--- src/rtl/wfc_pkg.sv ---
package wfc_pkg;

    typedef enum logic [1:0] {
        FILL_EMPTY,
        FILL_PART,
        FILL_FULL
    } fill_state_e;

    function automatic int min_of(input int a, input int b);
        return (a < b) ? a : b;
    endfunction

endpackage

--- src/rtl/wfc_store.sv ---
module wfc_store #(
    parameter int SLICE_W = 8,
    parameter int SLOTS   = 8,
    parameter int WR_STEP = 2,
    parameter int RD_STEP = 1,
    localparam int PW     = $clog2(SLOTS)
) (
    input  logic                        clk,
    input  logic                        wr_en,
    input  logic [PW-1:0]               wr_ptr,
    input  logic [WR_STEP*SLICE_W-1:0]  wr_data,
    input  logic [PW-1:0]               rd_ptr,
    output logic [RD_STEP*SLICE_W-1:0]  rd_data
);

    logic [SLICE_W-1:0] mem [SLOTS];

    // Slices of one input word occupy consecutive slots, low slice first.
    always_ff @(posedge clk) begin
        if (wr_en) begin
            for (int k = 0; k < WR_STEP; k++) begin
                mem[wr_ptr + PW'(k)] <= wr_data[k*SLICE_W +: SLICE_W];
            end
        end
    end

    // Oldest slot maps to the least-significant slice of the output word.
    always_comb begin
        for (int k = 0; k < RD_STEP; k++) begin
            rd_data[k*SLICE_W +: SLICE_W] = mem[rd_ptr + PW'(k)];
        end
    end

endmodule

--- src/rtl/wfc_ctrl.sv ---
module wfc_ctrl
    import wfc_pkg::*;
#(
    parameter int SLOTS   = 8,
    parameter int WR_STEP = 2,
    parameter int RD_STEP = 1,
    localparam int PW     = $clog2(SLOTS),
    localparam int OW     = $clog2(SLOTS + 1)
) (
    input  logic          clk,
    input  logic          rst_n,
    input  logic          in_valid,
    input  logic          out_ready,
    output logic          in_ready,
    output logic          out_valid,
    output logic          push,
    output logic [PW-1:0] wr_ptr,
    output logic [PW-1:0] rd_ptr,
    output logic [OW-1:0] occ
);

    fill_state_e state_q, state_d;
    logic [OW-1:0] occ_d;
    logic [OW-1:0] free_slots;
    logic          pop;

    assign free_slots = OW'(SLOTS) - occ;
    assign push       = in_valid & in_ready;
    assign pop        = out_valid & out_ready;

    always_comb begin
        occ_d = occ;
        if (push) occ_d = occ_d + OW'(WR_STEP);
        if (pop)  occ_d = occ_d - OW'(RD_STEP);
    end

    always_comb begin
        if (occ_d == '0)
            state_d = FILL_EMPTY;
        else if (occ_d == OW'(SLOTS))
            state_d = FILL_FULL;
        else
            state_d = FILL_PART;
    end

    // State register with occupancy and pointers
    always_ff @(posedge clk or negedge rst_n) begin
        if (!rst_n) begin
            state_q <= FILL_EMPTY;
            occ     <= '0;
            wr_ptr  <= '0;
            rd_ptr  <= '0;
        end else begin
            state_q <= state_d;
            occ     <= occ_d;
            if (push) begin
                if (int'(wr_ptr) + WR_STEP >= SLOTS) wr_ptr <= '0;
                else                                 wr_ptr <= wr_ptr + PW'(WR_STEP);
            end
            if (pop) begin
                if (int'(rd_ptr) + RD_STEP >= SLOTS) rd_ptr <= '0;
                else                                 rd_ptr <= rd_ptr + PW'(RD_STEP);
            end
        end
    end

    // Handshake outputs per state
    always_comb begin
        in_ready  = 1'b0;
        out_valid = 1'b0;
        unique case (state_q)
            FILL_EMPTY: begin
                in_ready  = 1'b1;
                out_valid = 1'b0;
            end
            FILL_PART: begin
                in_ready  = (free_slots >= OW'(WR_STEP));
                out_valid = (occ >= OW'(RD_STEP));
            end
            FILL_FULL: begin
                in_ready  = 1'b0;
                out_valid = 1'b1;
            end
            default: begin
                in_ready  = 1'b0;
                out_valid = 1'b0;
            end
        endcase
    end

endmodule

--- src/rtl/width_conv_fifo.sv ---
module width_conv_fifo
    import wfc_pkg::*;
#(
    parameter int IN_W  = 16,
    parameter int OUT_W = 8,
    parameter int DEPTH = 8
) (
    input  logic                       clk,
    input  logic                       rst_n,
    input  logic                       in_valid,
    output logic                       in_ready,
    input  logic [IN_W-1:0]            in_data,
    output logic                       out_valid,
    input  logic                       out_ready,
    output logic [OUT_W-1:0]           out_data,
    output logic [$clog2(DEPTH+1)-1:0] count
);

    localparam int SLICE_W = min_of(IN_W, OUT_W);
    localparam int WR_STEP = IN_W / SLICE_W;
    localparam int RD_STEP = OUT_W / SLICE_W;
    localparam int SLOTS   = DEPTH * RD_STEP;
    localparam int PW      = $clog2(SLOTS);
    localparam int OW      = $clog2(SLOTS + 1);
    localparam int CW      = $clog2(DEPTH + 1);

    logic          push;
    logic [PW-1:0] wr_ptr;
    logic [PW-1:0] rd_ptr;
    logic [OW-1:0] occ;

    wfc_ctrl #(
        .SLOTS   (SLOTS),
        .WR_STEP (WR_STEP),
        .RD_STEP (RD_STEP)
    ) u_ctrl (
        .clk       (clk),
        .rst_n     (rst_n),
        .in_valid  (in_valid),
        .out_ready (out_ready),
        .in_ready  (in_ready),
        .out_valid (out_valid),
        .push      (push),
        .wr_ptr    (wr_ptr),
        .rd_ptr    (rd_ptr),
        .occ       (occ)
    );

    wfc_store #(
        .SLICE_W (SLICE_W),
        .SLOTS   (SLOTS),
        .WR_STEP (WR_STEP),
        .RD_STEP (RD_STEP)
    ) u_store (
        .clk     (clk),
        .wr_en   (push),
        .wr_ptr  (wr_ptr),
        .wr_data (in_data),
        .rd_ptr  (rd_ptr),
        .rd_data (out_data)
    );

    generate
        if (RD_STEP == 1) begin : g_split_count
            assign count = CW'(occ);
        end else begin : g_merge_count
            assign count = CW'(occ / OW'(RD_STEP));
        end
    endgenerate

endmodule

--- config.mk ---
export PLATFORM = sky130hd
export DESIGN_NAME = width_conv_fifo
export DESIGN_NICKNAME = d
export VERILOG_FILES = /design/src/rtl/wfc_pkg.sv /design/src/rtl/wfc_store.sv /design/src/rtl/wfc_ctrl.sv /design/src/rtl/width_conv_fifo.sv
export SDC_FILE = /design/constraint.sdc
export NUM_CORES = 1
export LEC_CHECK = 0
export ABC_AREA = 1
export BUFFER_PORTS_ARGS = -buffer_cell sky130_fd_sc_hd__clkbuf_2
export CAP_MARGIN = 20
export CORE_UTILIZATION = 60
export DETAILED_ROUTE_END_ITERATION = 8
export PLACE_DENSITY = 0.79
export SYNTH_ARGS = -nofsm -noshare
export SYNTH_HDL_FRONTEND = slang
export SYNTH_HIERARCHICAL = 1
export SYNTH_SLANG_ARGS = --single-unit
--- constraint.sdc ---
create_clock -name clk -period 3.8 [get_ports clk]
set_input_delay 0.57 -clock clk [delete_from_list [all_inputs] [get_ports clk]]
set_output_delay 0.57 -clock clk [all_outputs]
set_load 0.005 [all_outputs]
* Word-level counts from Yosys, hierarchy flattened
Memory sizes are Yosys's and may differ from the RTL's.
Index checks and enable logic that the tools add are counted.
** Word-level totals
- Flip-flop bits (word level) :: 12
- Output and inout bits :: 14
- Memories :: 1
- Memory bits (writable) :: 64
- Input port bits :: 20
- Logic and storage cells :: 34
** Memories
- u_store.mem :: words 8, bits a word 8, rd ports 1, clocked after Yosys merged registers in 0, wr ports 2, RTL line wfc_store.sv:16 : logic [SLICE_W-1:0] mem [SLOTS];
** Cells by class
- $add $sub $neg :: 8
- Muxes and demuxes :: 10
- Order comparisons :: 4
- Equality and inequality tests :: 3
- Bitwise operators :: 2
- Reductions and logical operators :: 2
** Operator list (count)
- $ge A32 B5 Y1 const B :: 2
- $mux W4 :: 2
- $add A3 B1 Y3 const B :: 2
- $mux W3 :: 2
- $add A3 B1 Y4 const B :: 1
- $add A3 B2 Y4 const B :: 1
- $add A4 B2 Y4 const B :: 1
- $eq A4 B4 Y1 const B :: 1
- $ge A4 B1 Y1 const B :: 1
- $ge A4 B2 Y1 const B :: 1
- $logic_not A4 Y1 :: 1
- $mux W2 :: 2
- $pmux W1 S2 :: 2
- $sub A4 B1 Y4 const B :: 1
- $sub A4 B4 Y4 const A :: 1
- $add A3 B2 Y3 const B :: 1
- $and A1 B1 Y1 :: 2
- $eq A2 B1 Y1 const B :: 1
- $eq A2 B2 Y1 const B :: 1
- $logic_not A2 Y1 :: 1
- $mux W1 :: 2

* Depth between registers and ports, before layout
Gate-level depths: netlist of the first run.
- Word-level depth :: 10
- Depth in mapped cells :: 17
- Gate-level depth less buffers :: 17

* Modules after synthesis
Netlist of the first run, hierarchy kept.
** By module, submodules not included
- wfc_store :: sequential area each 1921.8 sq um, instances 1, cells each 541, area an instance 4156.5 sq um
- wfc_ctrl :: sequential area each 275.3 sq um, instances 1, cells each 100, area an instance 804.5 sq um

* Worst setup path after synthesis of the first run
Ideal clock, no wire load.
- Path type :: reg2reg
- From :: register u_ctrl.occ[1]
- To :: memory u_store.mem[0][0] (enable)
- Setup slack :: 1.205 ns
- Stages on the path, launching flop included :: 15
- Required time :: 3.416 ns
- Buffers on the path :: 0
- Data arrival time :: 2.211 ns
- Clock period less this slack :: 2.595 ns
- Setup time :: 0.384 ns
- Path through :: dfrtp_1 inv_1 ha_1 nor2_1 nand2_1 nor2_1 nand2_1 nand2_2 nand2_4 nand2_4 inv_2 inv_2 nor2_8 inv_1 o21ai_0
** RTL lines
- start, declared :: RTL line wfc_ctrl.sv:19 : output logic [OW-1:0] occ
- start signal, assigned :: RTL line wfc_ctrl.sv:50 : occ <= '0;
- start signal, assigned :: RTL line wfc_ctrl.sv:55 : occ <= occ_d;
- end, declared :: RTL line wfc_store.sv:16

==> results of run 1 <==
worst reg2reg max path, stage by stage (launching register included):
cell     delay, ns
dfrtp_1       0.43
inv_1         0.13
ha_1          0.30
nor2_1        0.04
nand2_1       0.05
nor2_1        0.04
nand2_1       0.06
nand2_2       0.06
nand2_4       0.08
nand2_4       0.07
inv_2         0.11
inv_2         0.07
nor2_8        0.37
nand3_2       0.24
o21ai_0       0.49
registers in the layout, summed over array words and instances (netlist names):
name and cells:
u_ctrl/occ 4, u_ctrl/wr_ptr 2, u_ctrl/state_q 2, u_ctrl/rd_ptr 3, u_store/mem 64
layer usage:
metal | GRT usage [%] | routed length, um | vias up
met5 | 0 | 0 | -
met4 | 13.5 | 318 | 0
met3 | 6.65 | 1410 | 34
met2 | 46.6 | 5590 | 267
met1 | 43.0 | 4960 | 1923
li1 | - | - | 2076
cells by family (layout without fill, tap and decap cells):
kind of cell / Yosys count / in the layout
adder cells (fa/ha/maj): 13 / 13
buffers and inverters: 137 / 147
AO/OA/AOI/OAI: 13 / 13
XOR/XNOR: 2 / 2
flip-flops: 75 / 75
other: 1 / 1
AND/OR/NAND/NOR: 400 / 400
metrics by stage:
step                utilization (%)  hold WS, ns
finish                         66.3       0.0907
global route                   66.3       0.0982
CTS                            66.2       0.0878
detailed placement             63.6        0.470
global placement               63.6        0.466
floorplan                         -        0.274
area by class of cell:
cell class	instances	area share (%)
inverters	90	6.62
repair buffers	41	4.28
clock inverters	7	1.49
clock buffers	9	2.38
well taps	102	2.45
flip-flops and latches	75	42.2
multi-input cells	429	40.5
cell usage in the layout, fill, tap and decap left out, drive strengths merged:
| cell type | Yosys | layout |
|---|---|---|
| nand3 | 47 | 47 |
| bufinv | 0 | 1 |
| xor2 | 1 | 1 |
| nand2 | 278 | 278 |
| buf | 45 | 8 |
| nand4 | 67 | 67 |
| o21ai | 10 | 10 |
| inv | 88 | 89 |
| nand3b | 1 | 1 |
| nor2 | 7 | 7 |
| dfrtp | 11 | 11 |
| a21oi | 1 | 1 |
| clkinv | 2 | 4 |
| edfxtp | 64 | 64 |
| conb | 1 | 1 |
| clkbuf | 2 | 42 |
| xnor2 | 1 | 1 |
| a21boi | 1 | 1 |
| clkinvlp | 0 | 3 |
| ha | 13 | 13 |
| o21a | 1 | 1 |
power groups by stage:
stage	logic, mW	clock network [mW]	registers (mW)
after floorplan	1.62	0	1.26
after CTS	1.97	0.620	1.28
after detailed placement	1.97	0	1.30
after global placement	1.91	0	1.28
after global routing	2.29	0.655	1.30
final	2.05	0.613	1.28
worst paths after layout:
| check | depth (start not counted) | start | endpoint | slack [ns] |
|---|---|---|---|---|
| worst max-delay path | 14 | u_ctrl/occ[1]$_DFF_PN0_ | u_store/mem[5][6]$_DFFE_PP_ | 0.87 |
| worst min-delay path | 1 | rst_n | u_ctrl/occ[0]$_DFF_PN0_ | 0.09 |
| worst max register to register | 14 | u_ctrl/occ[1]$_DFF_PN0_ | u_store/mem[5][6]$_DFFE_PP_ | 0.87 |
| worst min register to register | 1 | u_ctrl/wr_ptr[1]$_DFFE_PN0P_ | u_ctrl/wr_ptr[1]$_DFFE_PN0P_ | 0.64 |
| max in group asynchronous | 1 | rst_n | u_ctrl/rd_ptr[2]$_DFFE_PN0P_ | 3.48 |
| min in group clk | 3 | out_ready | u_ctrl/rd_ptr[0]$_DFFE_PN0P_ | 0.56 |
==> flow_summary.toml, run 1 <==
[outcome]
status = "finished, final reports clean"

[cells_and_area]
area_growth_pct = 4.84
nets = 679
final_area_um2 = 5200
drive_above_1_share_pct = 13.4
multiInputGateArea_um2 = 2110
antenna_cells = 0
fillers = 630
layout.cells.non_filler = 753
seq_area_um2 = 2200

[clock_network]
clockRootBuffer = "clkbuf_8"
cts_buffer_depth = 2
clock_latency_ns = 0.35
cts_setup_buffers = 0
ctsResizeCount = 0
ctsHoldBuffers = 0
clk_pin_slew_ns = 0.08
cts_tree = "built"
cts_max_level = 3
cts.sinks = 75
cts_buffers = 9

[pwr]
pwr_density_cell_nw_per_um2 = 757
leakage_nw = 2.64
sw_frac_of_total_pct = 47.4
power_frac_comb_pct = 52.0
finalPower_mw = 3.94
pwr-share-seq_pct = 32.4
ir_drop_uv = 577
pwr-share-clk_pct = 15.6
internal-power_mw = 2.07
p_switching_mw = 1.87

[drt]
first_iter_violations = 688
viasPerCell = 5.71
antenna_violating_nets_post_route = 0
drt-total-wl_mm = 12.3
drc = 0
wire_per_inst_um = 16.3
first_pass_iters = 6
vias = 4300

[die]
num_rows = 32
start_util_pct = 63.2
dieArea_um2 = 8640
io_pins = 34
die_w_um = 92.9
fp.coreArea_um2 = 7850
die_h_um = 92.9

[synth]
yosys.area_share.adder_pct = 3.28
yosysTopAreaCell = "edfxtp_1"
synth_flop_cell = "edfxtp_1"
synth_compound_gate_area_share_pct = 1.49
synthDominantCellAreaShare_pct = 38.7
synth_area_leaders = "edfxtp_1, nand2_1, nand4_1, inv_1, dfrtp_1"
ys_seq_elements = 75
synth.most_common_cell = "nand2_1"
muxShareOfSynthArea_pct = 0
synth.distinct_cells = 29
syn_inst = 641
synth_top_family_by_area = "simple AND/OR/NAND/NOR gates"
synth-simple-area-share_pct = 37.3
yosysWarnings = 6
netlist_area_um2 = 4960
synth_nets = 674
synth_edf_count = 64
synthXorXnorAreaFrac_pct = 0.353
synthArstFlopShare_pct = 14.7
seq_area_frac_synth_pct = 44.3
postSynthAreaPerCell_um2 = 7.74
netlist_top_cells_count = "nand2_1, inv_1, nand4_1, edfxtp_1, nand3_1"

[global_route]
grt_use_total_pct = 30.9
antenna_found_initial = 0
grt_pass1_vias = 3977
grt_start_max_net_pins = 38
grt_pass1_wl_mm = 19.9
grt_overflow = 0

[timing]
finalSetupViolations = 0
period_needed_ns = 2.93
tightest_slew_ns = 1.09
max_freq_mhz = 341
finalHoldViolCount = 0
skew_ns = 0.00751
maxSlewViolCount = 0
rsz0062_at_grt = "false"
fin_setup_tns_ns = 0
relSlewSlack_pct = 26.4
worst_slack_ns = 0.867
finalCritPeriodShare_pct = 77.2

[place]
dp_hpwl_mm = 8.84
io_buffers = 33
place_area_um2 = 4990
placed_cells = 736
dp_slack_ns = 0.918
place_congestion = 0.925

[critical_path]
critPathMaxStageDelay_ns = 0.49
cp.arrival_ns = 2.90
crit_type = "flip-flop to flip-flop"
cp-start-kind = "flip-flop"
crit_family = "simple AND/OR/NAND/NOR gates"
worstSetupEndpointType = "flip-flop"
path_max_fanout = 37
cp_slowest_cell = "o21ai_0"
critPathRequiredTime_ns = 3.77
timing.critical_path.buf_inv = 3
path_cells = "inv_1, ha_1, nor2_1, nand2_1, nor2_1, nand2_1, nand2_2, nand2_4, nand2_4, inv_2, inv_2, nor2_8, nand3_2, o21ai_0"

[job]
drv_cap = 0

[min_path]
hold_class = "input pin to asynchronous set/reset pin"
No activity file was read; power rests on OpenSTA's default activity.
==> run 2: changes to the inputs <==
--- a/config.mk
+++ b/config.mk
@@ -8,9 +8,9 @@
 export ABC_AREA = 1
 export BUFFER_PORTS_ARGS = -buffer_cell sky130_fd_sc_hd__clkbuf_2
 export CAP_MARGIN = 20
-export CORE_UTILIZATION = 60
+export CORE_UTILIZATION = 55
 export DETAILED_ROUTE_END_ITERATION = 8
-export PLACE_DENSITY = 0.79
+export PLACE_DENSITY = 0.76
 export SYNTH_ARGS = -nofsm -noshare
 export SYNTH_HDL_FRONTEND = slang
 export SYNTH_HIERARCHICAL = 1
==> constraint.sdc (replaced) <==
create_clock -name clk -period 2.45 [get_ports clk]
set_input_delay 0.3675 -clock clk [delete_from_list [all_inputs] [get_ports clk]]
set_output_delay 0.3675 -clock clk [all_outputs]
set_load 0.005 [all_outputs]
==> run 2 against run 1 <==
  * Sequential power increased by 56%
  * Cell area increased by 3.7%
  * Critical path depth increased by 2
  * First-iteration DRC count decreased by 20%
  * Cell count increased by 3.1%
  * Fmax increased by 26%
  * Register-to-register slack got worse by 0.75 ns
  * Combinational power increased by 62%
==> flow_summary.toml, run 2 (synthesis results as in run 1) <==
[place]
io_buffers = 33
place_congestion = 0.932
dp_hpwl_mm = 8.89

[global_route]
grt_pass1_vias = 3980
grt_use_total_pct = 27.4
antenna_found_initial = 0
grt_pass1_wl_mm = 20.1
grt_overflow = 0
grt_start_max_net_pins = 37

[critical_path]
crit_type = "flip-flop to flip-flop"
r2r_slack_ns = 0.12
critPathRequiredTime_ns = 2.52
worstSetupEndpointType = "flip-flop"
cp-start-kind = "flip-flop"
cp.arrival_ns = 2.40
path_max_fanout = 8

[clock_network]
cts_buffer_depth = 2
cts_buffers = 9
clk_pin_slew_ns = 0.08
clockRootBuffer = "clkbuf_8"
clock_latency_ns = 0.36
cts.sinks = 75
cts_max_level = 3
cts_tree = "built"

[drt]
viasPerCell = 5.67
first_pass_iters = 6
first_iter_violations = 552
wire_per_inst_um = 16.1
drc = 0
antenna_violating_nets_post_route = 0
vias = 4400
drt-total-wl_mm = 12.5

[timing]
skew_ns = 0.00659
finalCritPeriodShare_pct = 95.1
finalSetupViolations = 0
maxSlewViolCount = 0
rsz0062_at_grt = "false"
max_freq_mhz = 429
period_needed_ns = 2.33
fin_setup_tns_ns = 0
finalHoldViolCount = 0

[cells_and_area]
regMostFlops = "u_store/mem"
largestRegisters = "u_store/mem (64), u_ctrl/occ (4), u_ctrl/rd_ptr (3)"
final_common_cell = "nand2_1"
drive_above_1_share_pct = 15.9
final_cell_mix = "nand2_1, inv_1, nand4_1"
area_growth_pct = 8.73
largest_reg_flops = 64
antenna_cells = 0
fin_util_pct = 61.9
fillers = 731
nets = 696

[pwr]
sw_frac_of_total_pct = 46.2
power_frac_comb_pct = 52.1
internal-power_mw = 3.43
finalPower_mw = 6.38
p_switching_mw = 2.95
pwr-share-clk_pct = 16.6
pwr-share-seq_pct = 31.3
pwr_density_cell_nw_per_um2 = 1180
leakage_nw = 2.73
ir_drop_uv = 886

[die]
die_w_um = 97.0
start_util_pct = 56.9
fp.coreArea_um2 = 8720
num_rows = 34
io_pins = 34
dieArea_um2 = 9400
die_h_um = 97.0

[min_path]
hold_class = "input pin to flip-flop"

[job]
drv_cap = 0

[outcome]
status = "finished, final reports clean"
## run 2: cell types whose count changed in the layout (fill, tap and decap cells not counted), sizes merged
| cell | change |
|---|---|
| bufinv | +1 |
| clkinvlp | -2 |
| buf | +14 |
| dlygate4sd3 | +1 |
| nor2 | +2 |
| inv | +1 |
## run 2: path summary, 6_finish.rpt
kind	startpoint	to	cells past startpoint
setup / recovery	u_ctrl/occ[2]$_DFF_PN0_	u_store/mem[3][1]$_DFFE_PP_	16
hold / removal	out_ready	u_ctrl/rd_ptr[0]$_DFFE_PN0P_	3
setup reg to reg	u_ctrl/occ[2]$_DFF_PN0_	u_store/mem[3][1]$_DFFE_PP_	16
hold reg to reg	u_ctrl/wr_ptr[2]$_DFFE_PN0P_	u_ctrl/wr_ptr[2]$_DFFE_PN0P_	2
max in group asynchronous	rst_n	u_ctrl/occ[2]$_DFF_PN0_	2
min in group asynchronous	rst_n	u_ctrl/wr_ptr[2]$_DFFE_PN0P_	2
## run 2: critical path, cell delays in order, from the launching register on
cell and delay [ns]:
dfrtp_2 0.44, inv_2 0.09, ha_2 0.19, nand2_1 0.06
nand2_1 0.08, nand2_1 0.06, nand2_1 0.07, nand2_2 0.06
nand2_4 0.08, nand2_4 0.07, inv_4 0.10, inv_4 0.07
nor2_8 0.10, buf_4 0.14, nand3_2 0.09, o21ai_0 0.12
buf_4 0.21
## run 2: area by class of cell
cell class	instances	area, um2	share of cell area [%]
clock inverters	7	98.8	1.83
multi-input cells	431	2150	39.8
well taps	108	135	2.51
inverters	90	349	6.47
repair buffers	56	340	6.31
flip-flops and latches	75	2200	40.8
clock buffers	9	124	2.30
## run 2: power by group through the flow
stage / clock network (mW) / logic [mW] / registers [mW]
floorplan: 0 / 2.51 / 1.96
CTS: 1.07 / 3.18 / 1.99
global route: 1.12 / 3.69 / 2.03
finish: 1.06 / 3.32 / 2.00
detailed placement: 0 / 3.14 / 2.02
global placement: 0 / 3.06 / 2.01
## run 2: metal layers
| layer | wire length (um) | GRT usage [%] |
|---|---|---|
| met5 | 0 | 0 |
| met1 | 5240 | 37.5 |
| met3 | 1330 | 6.94 |
| met2 | 5440 | 41.9 |
| met4 | 476 | 10.8 |
## run 2: timing repair
item,CTS,global route
setup buffers,0,3
endpoints found under the hold margin,11,0
hold buffers,1,0
gates cloned,2,0
pin swaps,1,1
endpoints found under the setup margin,48,66
resized for setup,0,7
## run 2: stage by stage
stage | hold slack [ns] | cells | cell area (um2) | worst slack, ns
after floorplan | 0.0719 | 641 | 4960 | -0.145
after global placement | 0.275 | 754 | 5090 | 0.131
after detailed placement | 0.279 | 754 | 5090 | -0.0157
after CTS | 0.350 | 773 | 5350 | 0.0183
after global routing | 0.341 | 776 | 5390 | 0.0263
final | 0.349 | 776 | 5390 | 0.120
